### src/rtl/etc_pkg.sv
package etc_pkg;

    typedef enum logic [1:0] {
        ALM_IDLE  = 2'd0,
        ALM_ARMED = 2'd1,
        ALM_FIRED = 2'd2
    } alm_state_e;

    // register group selected by the two offset bits above the slice index
    localparam logic [1:0] GRP_COUNT = 2'd0;
    localparam logic [1:0] GRP_MATCH = 2'd1;

endpackage

### src/rtl/etc_addr_decode.sv
module etc_addr_decode
    import etc_pkg::*;
#(
    parameter int NSLICE = 3,
    parameter int IDX_W  = 2,
    parameter int ADDR_W = 5
) (
    input  logic [ADDR_W-1:0] addr_i,
    input  logic              wr_en_i,
    output logic [NSLICE-1:0] cnt_we_o,
    output logic [NSLICE-1:0] cmp_we_o,
    output logic              rd_cnt_o,
    output logic              rd_cmp_o,
    output logic [IDX_W-1:0]  rd_idx_o
);

    logic [IDX_W-1:0] idx;
    logic [1:0]       grp;
    logic             aligned;
    logic             idx_ok;

    assign idx     = addr_i[IDX_W:1];
    assign grp     = addr_i[ADDR_W-1:IDX_W+1];
    assign aligned = ~addr_i[0];
    assign idx_ok  = ({1'b0, idx} < (IDX_W+1)'(NSLICE));

    assign rd_cnt_o = aligned & idx_ok & (grp == GRP_COUNT);
    assign rd_cmp_o = aligned & idx_ok & (grp == GRP_MATCH);
    assign rd_idx_o = idx;

    for (genvar g = 0; g < NSLICE; g++) begin : g_we
        assign cnt_we_o[g] = wr_en_i & rd_cnt_o & (idx == IDX_W'(g));
        assign cmp_we_o[g] = wr_en_i & rd_cmp_o & (idx == IDX_W'(g));
    end

endmodule

### src/rtl/etc_counter.sv
module etc_counter #(
    parameter int DATA_W = 16,
    parameter int NSLICE = 3,
    localparam int CNT_W = DATA_W * NSLICE
) (
    input  logic              clk,
    input  logic              rst_n,
    input  logic              tick_i,
    input  logic [NSLICE-1:0] we_i,
    input  logic [DATA_W-1:0] wdata_i,
    output logic [CNT_W-1:0]  cnt_o,
    output logic [CNT_W-1:0]  inc_o,
    output logic              step_o
);

    logic [CNT_W-1:0] cnt_q;
    logic [CNT_W-1:0] cnt_d;
    logic             any_we;

    assign any_we = |we_i;
    assign inc_o  = cnt_q + CNT_W'(1);
    assign step_o = tick_i & ~any_we;

    // a bus write freezes the other slices for one cycle; the tick is dropped
    for (genvar g = 0; g < NSLICE; g++) begin : g_slice
        assign cnt_d[g*DATA_W +: DATA_W] =
            any_we ? (we_i[g] ? wdata_i : cnt_q[g*DATA_W +: DATA_W]) :
            tick_i ? inc_o[g*DATA_W +: DATA_W] :
                     cnt_q[g*DATA_W +: DATA_W];
    end

    always_ff @(posedge clk) begin
        if (!rst_n) cnt_q <= '0;
        else        cnt_q <= cnt_d;
    end

    assign cnt_o = cnt_q;

endmodule

### src/rtl/etc_compare.sv
module etc_compare #(
    parameter int DATA_W = 16,
    parameter int NSLICE = 3,
    localparam int CNT_W = DATA_W * NSLICE
) (
    input  logic              clk,
    input  logic              rst_n,
    input  logic [NSLICE-1:0] we_i,
    input  logic [DATA_W-1:0] wdata_i,
    output logic [CNT_W-1:0]  cmp_o,
    output logic              cmp_nz_o
);

    logic [CNT_W-1:0] cmp_q;

    for (genvar g = 0; g < NSLICE; g++) begin : g_slice
        always_ff @(posedge clk) begin
            if (!rst_n)     cmp_q[g*DATA_W +: DATA_W] <= '0;
            else if (we_i[g]) cmp_q[g*DATA_W +: DATA_W] <= wdata_i;
        end
    end

    assign cmp_o    = cmp_q;
    assign cmp_nz_o = |cmp_q;

endmodule

### src/rtl/etc_alarm_fsm.sv
module etc_alarm_fsm
    import etc_pkg::*;
#(
    parameter int CNT_W = 48
) (
    input  logic             clk,
    input  logic             rst_n,
    input  logic             step_i,
    input  logic [CNT_W-1:0] next_i,
    input  logic [CNT_W-1:0] cmp_i,
    input  logic             cmp_nz_i,
    input  logic             ack_i,
    output logic             irq_o
);

    alm_state_e state_q;
    alm_state_e state_d;
    logic       hit;

    assign hit = step_i & cmp_nz_i & (next_i == cmp_i);

    always_ff @(posedge clk) begin
        if (!rst_n) state_q <= ALM_IDLE;
        else        state_q <= state_d;
    end

    always_comb begin
        state_d = state_q;
        unique case (state_q)
            ALM_IDLE: begin
                if (hit)           state_d = ALM_FIRED;
                else if (cmp_nz_i) state_d = ALM_ARMED;
            end
            ALM_ARMED: begin
                if (hit)            state_d = ALM_FIRED;
                else if (!cmp_nz_i) state_d = ALM_IDLE;
            end
            ALM_FIRED: begin
                if (hit)        state_d = ALM_FIRED;
                else if (ack_i) state_d = cmp_nz_i ? ALM_ARMED : ALM_IDLE;
            end
            default:            state_d = ALM_IDLE;
        endcase
    end

    always_comb begin
        irq_o = (state_q == ALM_FIRED);
    end

endmodule

### src/rtl/etc_read_mux.sv
module etc_read_mux #(
    parameter int DATA_W = 16,
    parameter int NSLICE = 3,
    parameter int IDX_W  = 2,
    localparam int CNT_W = DATA_W * NSLICE,
    localparam int NPOS  = 1 << IDX_W
) (
    input  logic [CNT_W-1:0]  cnt_i,
    input  logic [CNT_W-1:0]  cmp_i,
    input  logic              rd_cnt_i,
    input  logic              rd_cmp_i,
    input  logic [IDX_W-1:0]  idx_i,
    output logic [DATA_W-1:0] data_o
);

    logic [DATA_W-1:0] cnt_sl [NPOS];
    logic [DATA_W-1:0] cmp_sl [NPOS];

    for (genvar g = 0; g < NPOS; g++) begin : g_pos
        if (g < NSLICE) begin : g_live
            assign cnt_sl[g] = cnt_i[g*DATA_W +: DATA_W];
            assign cmp_sl[g] = cmp_i[g*DATA_W +: DATA_W];
        end else begin : g_hole
            assign cnt_sl[g] = '0;
            assign cmp_sl[g] = '0;
        end
    end

    always_comb begin
        if (rd_cnt_i)      data_o = cnt_sl[idx_i];
        else if (rd_cmp_i) data_o = cmp_sl[idx_i];
        else               data_o = '0;
    end

endmodule

### src/rtl/elapsed_timer.sv
module elapsed_timer #(
    parameter int DATA_W  = 16,
    parameter int NSLICE  = 3,
    localparam int IDX_W  = $clog2(NSLICE),
    localparam int ADDR_W = IDX_W + 3,
    localparam int CNT_W  = DATA_W * NSLICE
) (
    input  logic              clk,
    input  logic              rst_n,
    input  logic              tick_i,
    input  logic [ADDR_W-1:0] addr_i,
    input  logic              wr_en_i,
    input  logic [DATA_W-1:0] wr_data_i,
    output logic [DATA_W-1:0] rd_data_o,
    input  logic              alarm_ack_i,
    output logic              alarm_irq_o
);

    logic [NSLICE-1:0] cnt_we;
    logic [NSLICE-1:0] cmp_we;
    logic              rd_cnt;
    logic              rd_cmp;
    logic [IDX_W-1:0]  rd_idx;
    logic [CNT_W-1:0]  cnt_q;
    logic [CNT_W-1:0]  cnt_inc;
    logic [CNT_W-1:0]  cmp_q;
    logic              cmp_nz;
    logic              step;

    etc_addr_decode #(.NSLICE(NSLICE), .IDX_W(IDX_W), .ADDR_W(ADDR_W)) u_dec (
        .addr_i   (addr_i),
        .wr_en_i  (wr_en_i),
        .cnt_we_o (cnt_we),
        .cmp_we_o (cmp_we),
        .rd_cnt_o (rd_cnt),
        .rd_cmp_o (rd_cmp),
        .rd_idx_o (rd_idx)
    );

    etc_counter #(.DATA_W(DATA_W), .NSLICE(NSLICE)) u_cnt (
        .clk     (clk),
        .rst_n   (rst_n),
        .tick_i  (tick_i),
        .we_i    (cnt_we),
        .wdata_i (wr_data_i),
        .cnt_o   (cnt_q),
        .inc_o   (cnt_inc),
        .step_o  (step)
    );

    etc_compare #(.DATA_W(DATA_W), .NSLICE(NSLICE)) u_cmp (
        .clk      (clk),
        .rst_n    (rst_n),
        .we_i     (cmp_we),
        .wdata_i  (wr_data_i),
        .cmp_o    (cmp_q),
        .cmp_nz_o (cmp_nz)
    );

    etc_alarm_fsm #(.CNT_W(CNT_W)) u_alm (
        .clk      (clk),
        .rst_n    (rst_n),
        .step_i   (step),
        .next_i   (cnt_inc),
        .cmp_i    (cmp_q),
        .cmp_nz_i (cmp_nz),
        .ack_i    (alarm_ack_i),
        .irq_o    (alarm_irq_o)
    );

    etc_read_mux #(.DATA_W(DATA_W), .NSLICE(NSLICE), .IDX_W(IDX_W)) u_rd (
        .cnt_i    (cnt_q),
        .cmp_i    (cmp_q),
        .rd_cnt_i (rd_cnt),
        .rd_cmp_i (rd_cmp),
        .idx_i    (rd_idx),
        .data_o   (rd_data_o)
    );

endmodule

### config.mk
export PLATFORM = sky130hd
export DESIGN_NAME = elapsed_timer
export DESIGN_NICKNAME = d
export VERILOG_FILES = /design/src/rtl/etc_pkg.sv /design/src/rtl/etc_addr_decode.sv /design/src/rtl/etc_counter.sv /design/src/rtl/etc_compare.sv /design/src/rtl/etc_alarm_fsm.sv /design/src/rtl/etc_read_mux.sv /design/src/rtl/elapsed_timer.sv
export SDC_FILE = /design/constraint.sdc
export NUM_CORES = 1
export LEC_CHECK = 0
export ABC_CLOCK_PERIOD_IN_PS = 6300
export BUFFER_PORTS_ARGS = -buffer_cell sky130_fd_sc_hd__buf_2
export CAP_MARGIN = 10
export CELL_PAD_IN_SITES_DETAIL_PLACEMENT = 1
export CELL_PAD_IN_SITES_GLOBAL_PLACEMENT = 1
export CORE_AREA = 10 10 114 157
export CTS_BUF_LIST = sky130_fd_sc_hd__clkbuf_16
export CTS_CLUSTER_DIAMETER = 200
export DETAILED_ROUTE_END_ITERATION = 10
export DIE_AREA = 0 0 124 167
export GPL_ROUTABILITY_DRIVEN = 0
export PLACE_DENSITY_LB_ADDON = 0.1
export SETUP_SLACK_MARGIN = 0.2
export SKIP_CTS_REPAIR_TIMING = 1
export SLEW_MARGIN = 0
export SYNTH_ARGS = -nofsm -noshare
export SYNTH_HDL_FRONTEND = slang
export SYNTH_SLANG_ARGS = --single-unit
### constraint.sdc
create_clock -name clk -period 6.3 [get_ports clk]
set_input_delay 0.315 -clock clk [delete_from_list [all_inputs] [get_ports clk]]
set_output_delay 0.315 -clock clk [all_outputs]
set_load 0.02 [all_outputs]
==> metrics <==
top cells by area, synth=dfxtp_1 (27%), a21oi_1 (9.2%), nand2_1 (9.0%); Netlist cell types=54; FP Rows=53; # IOs=43; Clock Skews=0.008943 ns; CTS Buf Count=9; CP arrival=4.02 ns; Sw Share=29.67%; Num Clock Sinks=98; Max clock buf depth=2; area of placed instances=between 0.007 and 0.008 mm^2; Yosys top cell by area=dfxtp_1; fmax=261.7 MHz; Design Area, Final=0.007665 mm^2; htree depth=3; Sw Pwr=417.3 uW; Final setup viols=0; Post-DRT Antenna Nets=0; register area share after synthesis=between 20% and 30%; pins over their slew limit=0; DR pass1 iterations=5; Worst Hold Class=input port to flop; Post-DP HPWL=24070 um; vias in the first global route=8252; CP Capture Type=flop; number of max-cap violations=0; global-route wire length before repair=50070 um; Buf+Inv Stages, Crit Path=0; kind of critical path=flop to flop; Req. time, crit path=roughly 6.5 ns; via/cell ratio=just under 7; worst-path maximum fanout=13; area grow syn2layout=6.023%; Tot GR Track Use=31.53%; RSZ-0062 raised after global routing=false; run status=finished, final reports clean; number of port buffers=42; Post-synth EDFFs=0; Chip Height=167 um; Fin. Hold Viols=0; gr ovfl total=0; Core Util, Final=around half; cell count after synthesis=1041; Int Pwr=~990 uW; Period minus WS final=3.821 ns; multi-input logic area=around 0.0048 mm^2; CP top delay family=simple AND/OR/NAND/NOR gates; VDD IR max=between 100 and 150 uV; CP peak stage delay=0.84 ns; final net count=1030; Initial Util=48.45%; Flop pwr share=45.9%; most frequent cells in the layout=nand2_1 (174), a21oi_1 (133), dfxtp_1 (98), nor2_1 (89), o21ai_0 (53); crit share post-route=60.64%; syn_nets=1068; commonest non-fill, non-tap cell in the layout=nand2_1; DR DRC count=0; ant diodes=0; share of cells above drive strength 1=7.440%; Top FF cell, synth=dfxtp_1; Avg Cell Area, Syn=6.945 um^2; synthesized cell area=0.007229 mm^2; average wire per standard cell=27.44 um; Core Region=0.01492 mm^2; Slowest-stage cell, CP=or4_1; 1st-iter DRT viols=890; max_slew headroom=13.22%; PD cells=183.5 mW/mm^2; fraction of registers with async set/reset=0%; Comb pwr share=10.4%; cell repeated most along the worst path=nand4_1; DIE WIDTH=124 um; Worst Tran Pin Value=1.302 ns; die area=about 0.021 mm^2; nature of the critical path startpoint=flop; Setup TNS=0 ns; initial antenna violation count=0; Synth Register Bits=98; CTS tree=built; routed wire length=~33000 um; Syn. warnings=0; fillers=2000; Yosys top cell area share=27.14%; clock power share=43.7%; clk_lat worst skew=about 0.37 ns; storage element area=0.001962 mm^2; CP cell instances=and3_1 > nand4_1 > or4_1 > or3_1 > a21oi_1 > nand4_1 > nor4_2 > a2111oi_0; largest net degree at the start of global routing=94; leakage=~2.6 nW; clock transition at the registers of the reported paths=~0.08 ns; vias=slightly above 8000; Root Driver=clkbuf_16
-- power groups by stage --
| stage | clock network (mW) | registers (mW) | logic, mW |
|---|---|---|---|
| after floorplan | 0 | 0.647 | 0.0947 |
| final | 0.615 | 0.646 | 0.146 |
| after global placement | 0 | 0.659 | 0.140 |
| after global routing | 0.639 | 0.647 | 0.156 |
| after detailed placement | 0 | 0.659 | 0.141 |
| after CTS | 0.616 | 0.645 | 0.142 |
-- per-layer routing --
layer | routed length, um | GRT usage, % | up-vias
met1 | 12390 | 37.11 | 4025
met3 | 2566 | 5.618 | 158
li1 | - | - | 3673
met4 | 2696 | 21.79 | 0
met5 | 0 | 0 | -
met2 | 15280 | 50.10 | 435
-- flip-flops by register name, indices dropped and copies added, names as in the netlist --
signal / count
u_cmp.cmp_o: 48
u_cnt.cnt_o: 48
u_alm.state_q: 2
-- stage by stage --
stage                     hold slack (ns)  power [mW]  worst slack, ns  instances
after floorplan                    0.4484      0.7412            3.496       1041
after global placement             0.4882      0.7992            2.348       1184
after detailed placement           0.5073      0.8006            2.355       1184
after CTS                          0.2488       1.403            2.584       1200
after global routing               0.2542       1.441            2.234       1200
final                              0.2423       1.407            2.479       1200
-- layout make-up --
cell class / instances / area share, %
multi-input combinational: 837 / 63.27
sequential: 98 / 25.60
timing repair buffer: 49 / 3.428
tap: 192 / 3.134
clock buffer: 9 / 2.938
clock inverter: 7 / 1.241
inverter: 8 / 0.3918
-- final timing paths --
kind	cells after the start	endpoint	start	slack, ns
worst max-delay path	8	u_alm.state_q[0]$_SDFFE_PN0P_	u_cnt.cnt_o[15]$_SDFFE_PN0P_	2.48
worst max register to register	8	u_alm.state_q[0]$_SDFFE_PN0P_	u_cnt.cnt_o[15]$_SDFFE_PN0P_	2.48
worst min-delay path	3	u_cmp.cmp_o[38]$_SDFFE_PN0P_	wr_data_i[6]	0.24
worst min register to register	2	u_cmp.cmp_o[21]$_SDFFE_PN0P_	u_cmp.cmp_o[21]$_SDFFE_PN0P_	0.52
-- worst register-to-register path, delay by kind of cell, from the launching register on --
family | cells | cell delay, ns
AO/OA/AOI/OAI | 2 | 0.29
AND/OR/NAND/NOR | 6 | 2.77
flip-flops | 1 | 0.58
-- cell families (layout without fill, tap and decap cells) --
family	Yosys count	count (layout)	share of synthesized area, %
fa+ha+maj	1	1	0.1730
compound gates	298	298	24.73
buf+inv	106	73	5.798
simple gates	431	431	28.52
flops	98	98	27.14
xor+xnor	69	69	8.359
mux	38	38	5.279
-- cells in the mapped netlist, drive strengths merged, types with 18 or more instances --
| cell type | n |
|---|---|
| o21ai | 53 |
| buf | 22 |
| o31ai | 19 |
| dfxtp | 98 |
| clkbuf | 76 |
| nor2 | 89 |
| a21oi | 133 |
| nand3 | 34 |
| xor2 | 24 |
| nand2 | 174 |
| nor4 | 28 |
| mux2i | 37 |
| xnor2 | 45 |
| nand4 | 27 |
| a22oi | 18 |
No activity file was read; power rests on OpenSTA's default activity.
